File: config.mk
export PLATFORM = sky130hd
export DESIGN_NAME = stx_exec_unit
export DESIGN_NICKNAME = d
export VERILOG_FILES = /design/src/rtl/stx_pkg.sv /design/src/rtl/stx_decode.sv /design/src/rtl/stx_src_mux.sv /design/src/rtl/stx_addr_gen.sv /design/src/rtl/stx_ctrl.sv /design/src/rtl/stx_exec_unit.sv
export SDC_FILE = /design/constraint.sdc
export NUM_CORES = 1
export LEC_CHECK = 0
export CAP_MARGIN = 0
export CORE_ASPECT_RATIO = 1.25
export CORE_UTILIZATION = 36
export DETAILED_ROUTE_END_ITERATION = 7
export PLACE_DENSITY = 0.78
export SLEW_MARGIN = 20
export SYNTH_ARGS = -nofsm -noshare
export SYNTH_HDL_FRONTEND = slang
export SYNTH_SLANG_ARGS = --single-unit
File: constraint.sdc
create_clock -name clk -period 2.4 [get_ports clk]
set_clock_uncertainty 0.05 [all_clocks]
set_input_delay 0.24 -clock clk [delete_from_list [all_inputs] [get_ports clk]]
set_output_delay 0.24 -clock clk [all_outputs]
set_load 0.005 [all_outputs]
File: src/rtl/stx_pkg.sv
package stx_pkg;
   typedef enum logic [1:0] {
      ST_IDLE   = 2'd0,
      ST_IND_RD = 2'd1,
      ST_WRITE  = 2'd2,
      ST_DONE   = 2'd3
   } stx_state_e;
endpackage

File: src/rtl/stx_decode.sv
module stx_decode #(
   parameter int          DATA_W = 16,
   parameter int          OPC_W  = 5,
   parameter int          DISP_W = 8,
   parameter int          T_W    = 2,
   parameter logic [4:0]  OPCODE = 5'b01101
) (
   input  logic [DATA_W-1:0] instr,
   output logic              legal,
   output logic              long_fmt,
   output logic              indirect,
   output logic [T_W-1:0]    src_sel,
   output logic [DISP_W-1:0] disp
);
   localparam int LONG_BIT = DATA_W - OPC_W - 1;

   logic [OPC_W-1:0] opc;

   assign opc      = instr[DATA_W-1 -: OPC_W];
   assign legal    = (opc == OPCODE[OPC_W-1:0]);
   assign long_fmt = instr[LONG_BIT];
   assign src_sel  = instr[DISP_W +: T_W];
   assign disp     = instr[DISP_W-1:0];
   // the top displacement bit doubles as the indirection marker in long form
   assign indirect = long_fmt & instr[DISP_W-1];
endmodule

File: src/rtl/stx_src_mux.sv
module stx_src_mux #(
   parameter int DATA_W = 16,
   parameter int IDX_N  = 3,
   parameter int T_W    = 2
) (
   input  logic [DATA_W-1:0]       iar,
   input  logic [IDX_N*DATA_W-1:0] idx_regs,
   input  logic [T_W-1:0]          sel,
   output logic [DATA_W-1:0]       data
);
   logic [DATA_W-1:0] bank [IDX_N+1];

   assign bank[0] = iar;

   for (genvar g = 0; g < IDX_N; g++) begin : g_bank
      assign bank[g+1] = idx_regs[g*DATA_W +: DATA_W];
   end

   assign data = bank[sel];
endmodule

File: src/rtl/stx_addr_gen.sv
module stx_addr_gen #(
   parameter int DATA_W      = 16,
   parameter int DISP_W      = 8,
   parameter bit DISP_SIGNED = 1'b1
) (
   input  logic              long_fmt,
   input  logic [DATA_W-1:0] iar,
   input  logic [DISP_W-1:0] disp,
   input  logic [DATA_W-1:0] addr_word,
   output logic [DATA_W-1:0] ea
);
   localparam int EXT_W = DATA_W - DISP_W;

   logic [DATA_W-1:0] disp_ext;

   if (DISP_SIGNED) begin : g_sext
      assign disp_ext = {{EXT_W{disp[DISP_W-1]}}, disp};
   end else begin : g_zext
      assign disp_ext = {{EXT_W{1'b0}}, disp};
   end

   // only the instruction address or the second word feed the address
   assign ea = long_fmt ? addr_word : (iar + disp_ext);
endmodule

File: src/rtl/stx_ctrl.sv
module stx_ctrl
   import stx_pkg::*;
#(
   parameter int DATA_W = 16
) (
   input  logic              clk,
   input  logic              rst_n,
   input  logic              start,
   input  logic              legal,
   input  logic              need_ind,
   input  logic [DATA_W-1:0] ea_in,
   input  logic [DATA_W-1:0] src_in,
   output logic              busy,
   output logic              done,
   output logic              illegal,
   output logic              mem_req,
   output logic              mem_we,
   output logic [DATA_W-1:0] mem_addr,
   output logic [DATA_W-1:0] mem_wdata,
   input  logic              mem_ack,
   input  logic              mem_rvalid,
   input  logic [DATA_W-1:0] mem_rdata
);
   stx_state_e        state_q;
   logic [DATA_W-1:0] ea_q;
   logic [DATA_W-1:0] data_q;
   logic              illegal_q;

   always_ff @(posedge clk) begin
      if (!rst_n) begin
         state_q   <= ST_IDLE;
         ea_q      <= '0;
         data_q    <= '0;
         illegal_q <= 1'b0;
      end else begin
         unique case (state_q)
            ST_IDLE: begin
               if (start) begin
                  ea_q      <= ea_in;
                  data_q    <= src_in;
                  illegal_q <= !legal;
                  if (!legal)        state_q <= ST_DONE;
                  else if (need_ind) state_q <= ST_IND_RD;
                  else               state_q <= ST_WRITE;
               end
            end
            ST_IND_RD: begin
               if (mem_rvalid) begin
                  ea_q    <= mem_rdata;
                  state_q <= ST_WRITE;
               end
            end
            ST_WRITE: begin
               if (mem_ack) state_q <= ST_DONE;
            end
            ST_DONE: state_q <= ST_IDLE;
            default: state_q <= ST_IDLE;
         endcase
      end
   end

   assign busy      = (state_q != ST_IDLE);
   assign done      = (state_q == ST_DONE);
   assign illegal   = illegal_q;
   assign mem_req   = (state_q == ST_IND_RD) || (state_q == ST_WRITE);
   assign mem_we    = (state_q == ST_WRITE);
   assign mem_addr  = ea_q;
   assign mem_wdata = data_q;
endmodule

File: src/rtl/stx_exec_unit.sv
module stx_exec_unit #(
   parameter int          DATA_W      = 16,
   parameter int          OPC_W       = 5,
   parameter int          DISP_W      = 8,
   parameter int          IDX_N       = 3,
   parameter logic [4:0]  OPCODE      = 5'b01101,
   parameter bit          DISP_SIGNED = 1'b1
) (
   input  logic                    clk,
   input  logic                    rst_n,
   input  logic                    start,
   input  logic [DATA_W-1:0]       instr_word,
   input  logic [DATA_W-1:0]       addr_word,
   input  logic [DATA_W-1:0]       iar_val,
   input  logic [IDX_N*DATA_W-1:0] idx_regs,
   output logic                    busy,
   output logic                    done,
   output logic                    illegal,
   output logic                    mem_req,
   output logic                    mem_we,
   output logic [DATA_W-1:0]       mem_addr,
   output logic [DATA_W-1:0]       mem_wdata,
   input  logic                    mem_ack,
   input  logic                    mem_rvalid,
   input  logic [DATA_W-1:0]       mem_rdata
);
   localparam int T_W = $clog2(IDX_N + 1);

   if (OPC_W + 1 + T_W + DISP_W != DATA_W) begin : g_bad_layout
      $error("instruction fields do not fill DATA_W");
   end
   if ((1 << T_W) != IDX_N + 1) begin : g_bad_sel
      $error("selector width must cover IDX_N+1 sources exactly");
   end
   if (OPC_W > 5) begin : g_bad_opc
      $error("OPC_W exceeds OPCODE parameter width");
   end

   logic              legal;
   logic              long_fmt;
   logic              indirect;
   logic [T_W-1:0]    src_sel;
   logic [DISP_W-1:0] disp;
   logic [DATA_W-1:0] ea_pre;
   logic [DATA_W-1:0] src_data;
   logic              start_ok;

   assign start_ok = start & ~busy;

   stx_decode #(
      .DATA_W(DATA_W), .OPC_W(OPC_W), .DISP_W(DISP_W),
      .T_W(T_W), .OPCODE(OPCODE)
   ) u_dec (
      .instr    (instr_word),
      .legal    (legal),
      .long_fmt (long_fmt),
      .indirect (indirect),
      .src_sel  (src_sel),
      .disp     (disp)
   );

   stx_src_mux #(
      .DATA_W(DATA_W), .IDX_N(IDX_N), .T_W(T_W)
   ) u_src (
      .iar      (iar_val),
      .idx_regs (idx_regs),
      .sel      (src_sel),
      .data     (src_data)
   );

   stx_addr_gen #(
      .DATA_W(DATA_W), .DISP_W(DISP_W), .DISP_SIGNED(DISP_SIGNED)
   ) u_ea (
      .long_fmt  (long_fmt),
      .iar       (iar_val),
      .disp      (disp),
      .addr_word (addr_word),
      .ea        (ea_pre)
   );

   stx_ctrl #(
      .DATA_W(DATA_W)
   ) u_ctl (
      .clk        (clk),
      .rst_n      (rst_n),
      .start      (start_ok),
      .legal      (legal),
      .need_ind   (indirect),
      .ea_in      (ea_pre),
      .src_in     (src_data),
      .busy       (busy),
      .done       (done),
      .illegal    (illegal),
      .mem_req    (mem_req),
      .mem_we     (mem_we),
      .mem_addr   (mem_addr),
      .mem_wdata  (mem_wdata),
      .mem_ack    (mem_ack),
      .mem_rvalid (mem_rvalid),
      .mem_rdata  (mem_rdata)
   );
endmodule

Word-level counts from Yosys, hierarchy flattened
Index checks and enable logic that the tools add are counted.
{ "word_totals": {"register_bits": 35, "input_bits": 117, "out_inout_bits": 37, "wordCells": 38} }
{ "op_classes": {"addsub": 1, "magnitude_cmp": 1, "n_eq_ne": 7, "n_mux": 13, "bitwise": 4, "n_reduce_logical": 8} }
{ "ops": {"columns": ["cell", "n"], "rows": [
  ["$mux 16", 5],
  ["$bmux 16 s2", 1],
  ["$pmux 16 s2", 1],
  ["$add 16x16->16", 1],
  ["$mux 2", 5],
  ["$pmux 2 s4", 1],
  ["$reduce_and 3->1", 2],
  ["$eq 5x4->1 const B", 1],
  ["$eq 2x2->1 const B", 2],
  ["$ne 2x2->1 const B", 2],
  ["$reduce_bool 2->1", 2],
  ["$ge 3x3->1 const B", 1],
  ["$not 2->3", 1],
  ["$and 1x1->1", 2],
  ["$eq 2x1->1 const B", 1],
  ["$logic_not 2->1", 1],
  ["$ne 2x1->1 const B", 1],
  ["$reduce_and 2->1", 1],
  ["$logic_not 1->1", 1],
  ["$logic_or 1x1->1", 1],
  ["$not 1->1", 1]
]} }

Longest topological paths before layout
{ "depth": {"depth_word": 5, "depth_mapped": 10, "depth_no_buf": 8} }

Cells and area by module
Synthesis repeated with hierarchy kept, for this count alone.
{ "unflattened": {"cells_unflattened": 349, "hier_area_um2": 3153.0} }
{ "modules_own_cells": {"columns": ["module", "n_inst", "cells_each", "area_per_inst_um2"], "rows": [
  ["stx_ctrl", 1, 184, 1691.6],
  ["stx_addr_gen", 1, 130, 922.1],
  ["stx_src_mux", 1, 20, 424.2],
  ["stx_decode", 1, 14, 101.3],
  ["stx_exec_unit", 1, 1, 13.8]
]} }

Worst setup path after synthesis
OpenSTA, ideal clock, no wires.
{ "synth_path": {"kind": "in2reg", "start": "in instr_word[0]", "end": "reg u_ctl.ea_q[12], in the netlist u_ctl.mem_addr[12]", "setup_time_ps": 95, "t_arrival_ps": 2123, "required_ps": 2255, "path_slack_ps": 132, "stages": 8, "cell_sequence": "ha_1 -> fa_1 -> a21o_1 -> a221oi_2 -> o21a_2 -> o211ai_2 -> a2111o_1 -> o311ai_1"} }
{ "synth_via": {"elab_chain_cells": 4} }
{ "synth_lines": {"columns": ["item", "line", "text"], "rows": [
  ["from (decl)", "stx_exec_unit.sv:12", "input logic [DATA_W-1:0] instr_word,"],
  ["$add 16x16->16", "stx_addr_gen.sv:23", "assign ea = long_fmt ? addr_word : (iar + disp_ext);"],
  ["$mux 16", "stx_addr_gen.sv:23", null],
  ["$mux 16", "stx_ctrl.sv:38", "if (start) begin"],
  ["$pmux 16 s2", "stx_ctrl.sv:36", "unique case (state_q)"],
  ["to (signal assigned)", "stx_ctrl.sv:39", "ea_q <= ea_in;"],
  ["to (signal assigned)", "stx_ctrl.sv:49", "ea_q <= mem_rdata;"],
  ["to (decl)", "stx_ctrl.sv:25", "logic [DATA_W-1:0] ea_q;"]
]} }
No other way between the ends. The select of a mux whose other input is x is not followed.
A chain may end at the register's enable or synchronous reset.

Worst setup path in the final report
{ "layout_path": {"start": "in instr_word[1]", "end": "reg u_ctl.ea_q[12], in the netlist u_ctl.mem_addr[12]"} }
The elaborated chain is that of the path after synthesis.

==> results.sh <==
export IMPL_drc=0
export IMPL_ctsHtreeMaxLevel=2
export IMPL_synth_top_cells_by_count="57 x nand2_1, 35 x dfxtp_1, 22 x a21oi_1"
export IMPL_start_util_pct=37.7
export IMPL_insertedDiodeCount=0
export IMPL_boundaryPins=154
export IMPL_ys_types=58
export IMPL_die_area_um2=8160
export IMPL_synth_seq_cells=35
export IMPL_arrival_ns=2.45
export IMPL_synthTopCellsByArea="dfxtp_1 25%, mux4_2 13%, ha_1 8.9%"
export IMPL_detail_route_antenna_nets=0
export IMPL_yosysTopAreaCell="dfxtp_1"
export IMPL_power_density_nw_per_um2=676
export IMPL_core_area_um2=7440
export IMPL_dieWidth_um=81.0
export IMPL_dp_hpwl_mm=8.18
export IMPL_fin_crit_ns=2.30
export IMPL_fill_cells=614
export IMPL_cp_max_fo=3
export IMPL_wl_per_cell_um=16.1
export IMPL_cp_start_kind="primary input"
export IMPL_worstPathCellList="clkdlybuf4s50_1 > fa_2 > a21o_1 > a221oi_4 > o21a_2 > o211ai_2 > a2111o_1 > o311ai_2"
export IMPL_crit_type="in2reg"
export IMPL_worst_ep_required_time_ns=2.55
export IMPL_clock_latency_ns=0.28
export IMPL_grt_first_pass_wirelength_mm=15.3
export IMPL_reg2reg_slack_ns=0.26
export IMPL_drive_above_1_share_pct=17.1
export IMPL_finalHoldViolations=0
export IMPL_cts_root_buf="clkbuf_8"
export IMPL_synthToLayoutAreaGrowth_pct=73.7
export IMPL_yosys_warnings=0
export IMPL_cp_endpoint="u_ctl.mem_addr[12]"
export IMPL_port_buffer_count=153
export IMPL_grt_ovfl_total=0
export IMPL_relSlewSlack_pct=56.8
export IMPL_cp_num_cells=8
export IMPL_rsz0062_at_grt="false"
export IMPL_num_rows=35
export IMPL_synth_edf_count=0
export IMPL_path_clk_slew_ns=0.07
export IMPL_synthesis_area_um2=2810
export IMPL_netlist_instances=326
export IMPL_syn_num_nets=464
export IMPL_fmax_mhz=435
export IMPL_status="finished clean"
export IMPL_fin_crit_sh_pct=95.8
export IMPL_crit_start="instr_word[1]"
export IMPL_power_leakage_nw=1.94
export IMPL_grt_max_degree=31
export IMPL_max_stage_delay_ns=0.46
export IMPL_slew_violations=0
export IMPL_vias=3263
export IMPL_yosysSeqAreaShare_pct=25.0
export IMPL_fin_nets=659
export IMPL_r2r_cells=8
export IMPL_tightest_slew_ns=0.648
export IMPL_final_setup_worst_slack_ns=0.101
export IMPL_setup_viol=0
export IMPL_synth_most_common_cell="nand2_1"
export IMPL_viasPerCell=5.33
export IMPL_timing_rr_start="u_ctl.state_q[1]"
export IMPL_totalWireLength_mm=9.84
export IMPL_critPathBufInv=1
export IMPL_cp_slowest_cell="clkdlybuf4s50_1"
export IMPL_place_ws_ns=-0.468
export IMPL_postCtsHoldBufs=0
export IMPL_antenna_found_initial=0
export IMPL_fin_setup_tns_ns=0
export IMPL_path_delay_family="compound AO/OA/AOI/OAI gates"
export IMPL_synth_avg_cell_area_um2=8.61
export IMPL_ir_drop_mv=0.453
export IMPL_clockBufferDepth=2
export IMPL_die_y_um=101
export IMPL_whs_ns=0.406
export IMPL_first_global_vias=3328
export IMPL_hold_class="reg2reg"
export IMPL_cap_violations=0
export IMPL_drt_iter0_markers=184
export IMPL_cts_tree="yes"
export IMPL_timing_rr_end="u_ctl.mem_addr[12]"
export IMPL_drt_pass1_iterations=4
export IMPL_place_gp_congestion=0.887
export IMPL_clock_sinks=35
export IMPL_synth_top_area_share_pct=25.0
export IMPL_synth_async_sr_flop_share_pct=0
export IMPL_synth_ff_type="dfxtp_1"
export IMPL_worstSetupEndpointType="flip-flop"
export IMPL_numCtsBuffers=5
export IMPL_groute_usage_overall_pct=24.6
[cell type report]
type / instances / area, µm² / share of cell area [%]
Inverter: 9 / 33.8 / 0.693
Tap cell: 92 / 115 / 2.36
Sequential cell: 35 / 701 / 14.4
Multi-Input combinational cell: 264 / 2020 / 41.5
Timing Repair Buffer: 206 / 1930 / 39.6
Clock buffer: 6 / 72.6 / 1.49
[worst min-delay path by stage]
stage                     cells after the start                  to          startpoint
after CTS                                     2  u_ctl.mem_wdata[4]  u_ctl.mem_wdata[4]
after floorplan                               2  u_ctl.mem_addr[12]               rst_n
after detailed placement                      2  u_ctl.mem_wdata[4]  u_ctl.mem_wdata[4]
final                                         2  u_ctl.mem_wdata[4]  u_ctl.mem_wdata[4]
after global placement                        2  u_ctl.mem_wdata[3]  u_ctl.mem_wdata[3]
after global routing                          2  u_ctl.mem_wdata[2]  u_ctl.mem_wdata[2]
[power breakdown]
group | internal (mW) | switching [mW]
Combinational | 1.09 | 0.933
Clock | 0.194 | 0.206
Sequential | 0.767 | 0.106
[layer usage]
layer	up-vias	global-route usage [%]	part of all wire (%)
met4	0	12.1	3.4
li1	1615	-	-
met5	-	0	0
met3	24	3.80	5.4
met1	1507	27.3	39
met2	117	44.5	52
[tightest hold or removal path: cells and delay by family (launching register included)]
family / cells / cell delay, ns
AND/OR/NAND/NOR: 1 / 0.05
flip-flops: 1 / 0.31
AO/OA/AOI/OAI: 1 / 0.05
[layout by cell type (no fill, tap or decap), types with 3 or more instances in the layout]
master / count
clkdlybuf4s50_1: 151
nand2_1: 57
buf_4: 53
dfxtp_1: 35
a21oi_1: 22
ha_1: 19
nor2_1: 17
mux4_2: 16
a21boi_0: 15
o211ai_1: 10
nand3_1: 9
o21ai_0: 9
inv_1: 8
a21o_1: 7
o22ai_1: 7
mux2i_1: 5
nand2b_1: 5
xor2_1: 5
clkbuf_8: 5
and2_1: 3
nor3_1: 3
nand4_1: 3
a31oi_1: 3
xnor2_1: 3
o31ai_1: 3
a211oi_1: 3
[flip-flops by register name (all words and copies together), names as in the netlist]
register / flops
u_ctl.mem_wdata: 16
u_ctl.state_q: 2
u_ctl.mem_addr: 16
u_ctl.illegal: 1
[repair_timing]
item	in CTS	in global routing
buffers inserted	0	1
pin swaps	3	6
resized for setup	4	2
setup endpoints to repair	5	3
[cells by family after synthesis]
family          share of synthesized area (%)
flops                                    25.0
xor+xnor                                 2.50
mux                                      14.6
simple gates                             17.7
fa+ha+maj                                9.63
buf+inv                                  3.79
compound gates                           26.8
[through the flow]
stage	instance area [µm²]	total power [mW]	utilization [%]	std cells
final	4880	3.30	65.5	612
after global routing	4880	3.54	65.5	612
after CTS	4860	3.30	65.3	611
after detailed placement	4770	2.89	64.1	605
after global placement	4770	2.84	64.1	605
after floorplan	2810	1.87	-	326
Power figures use the tool's default switching activity.
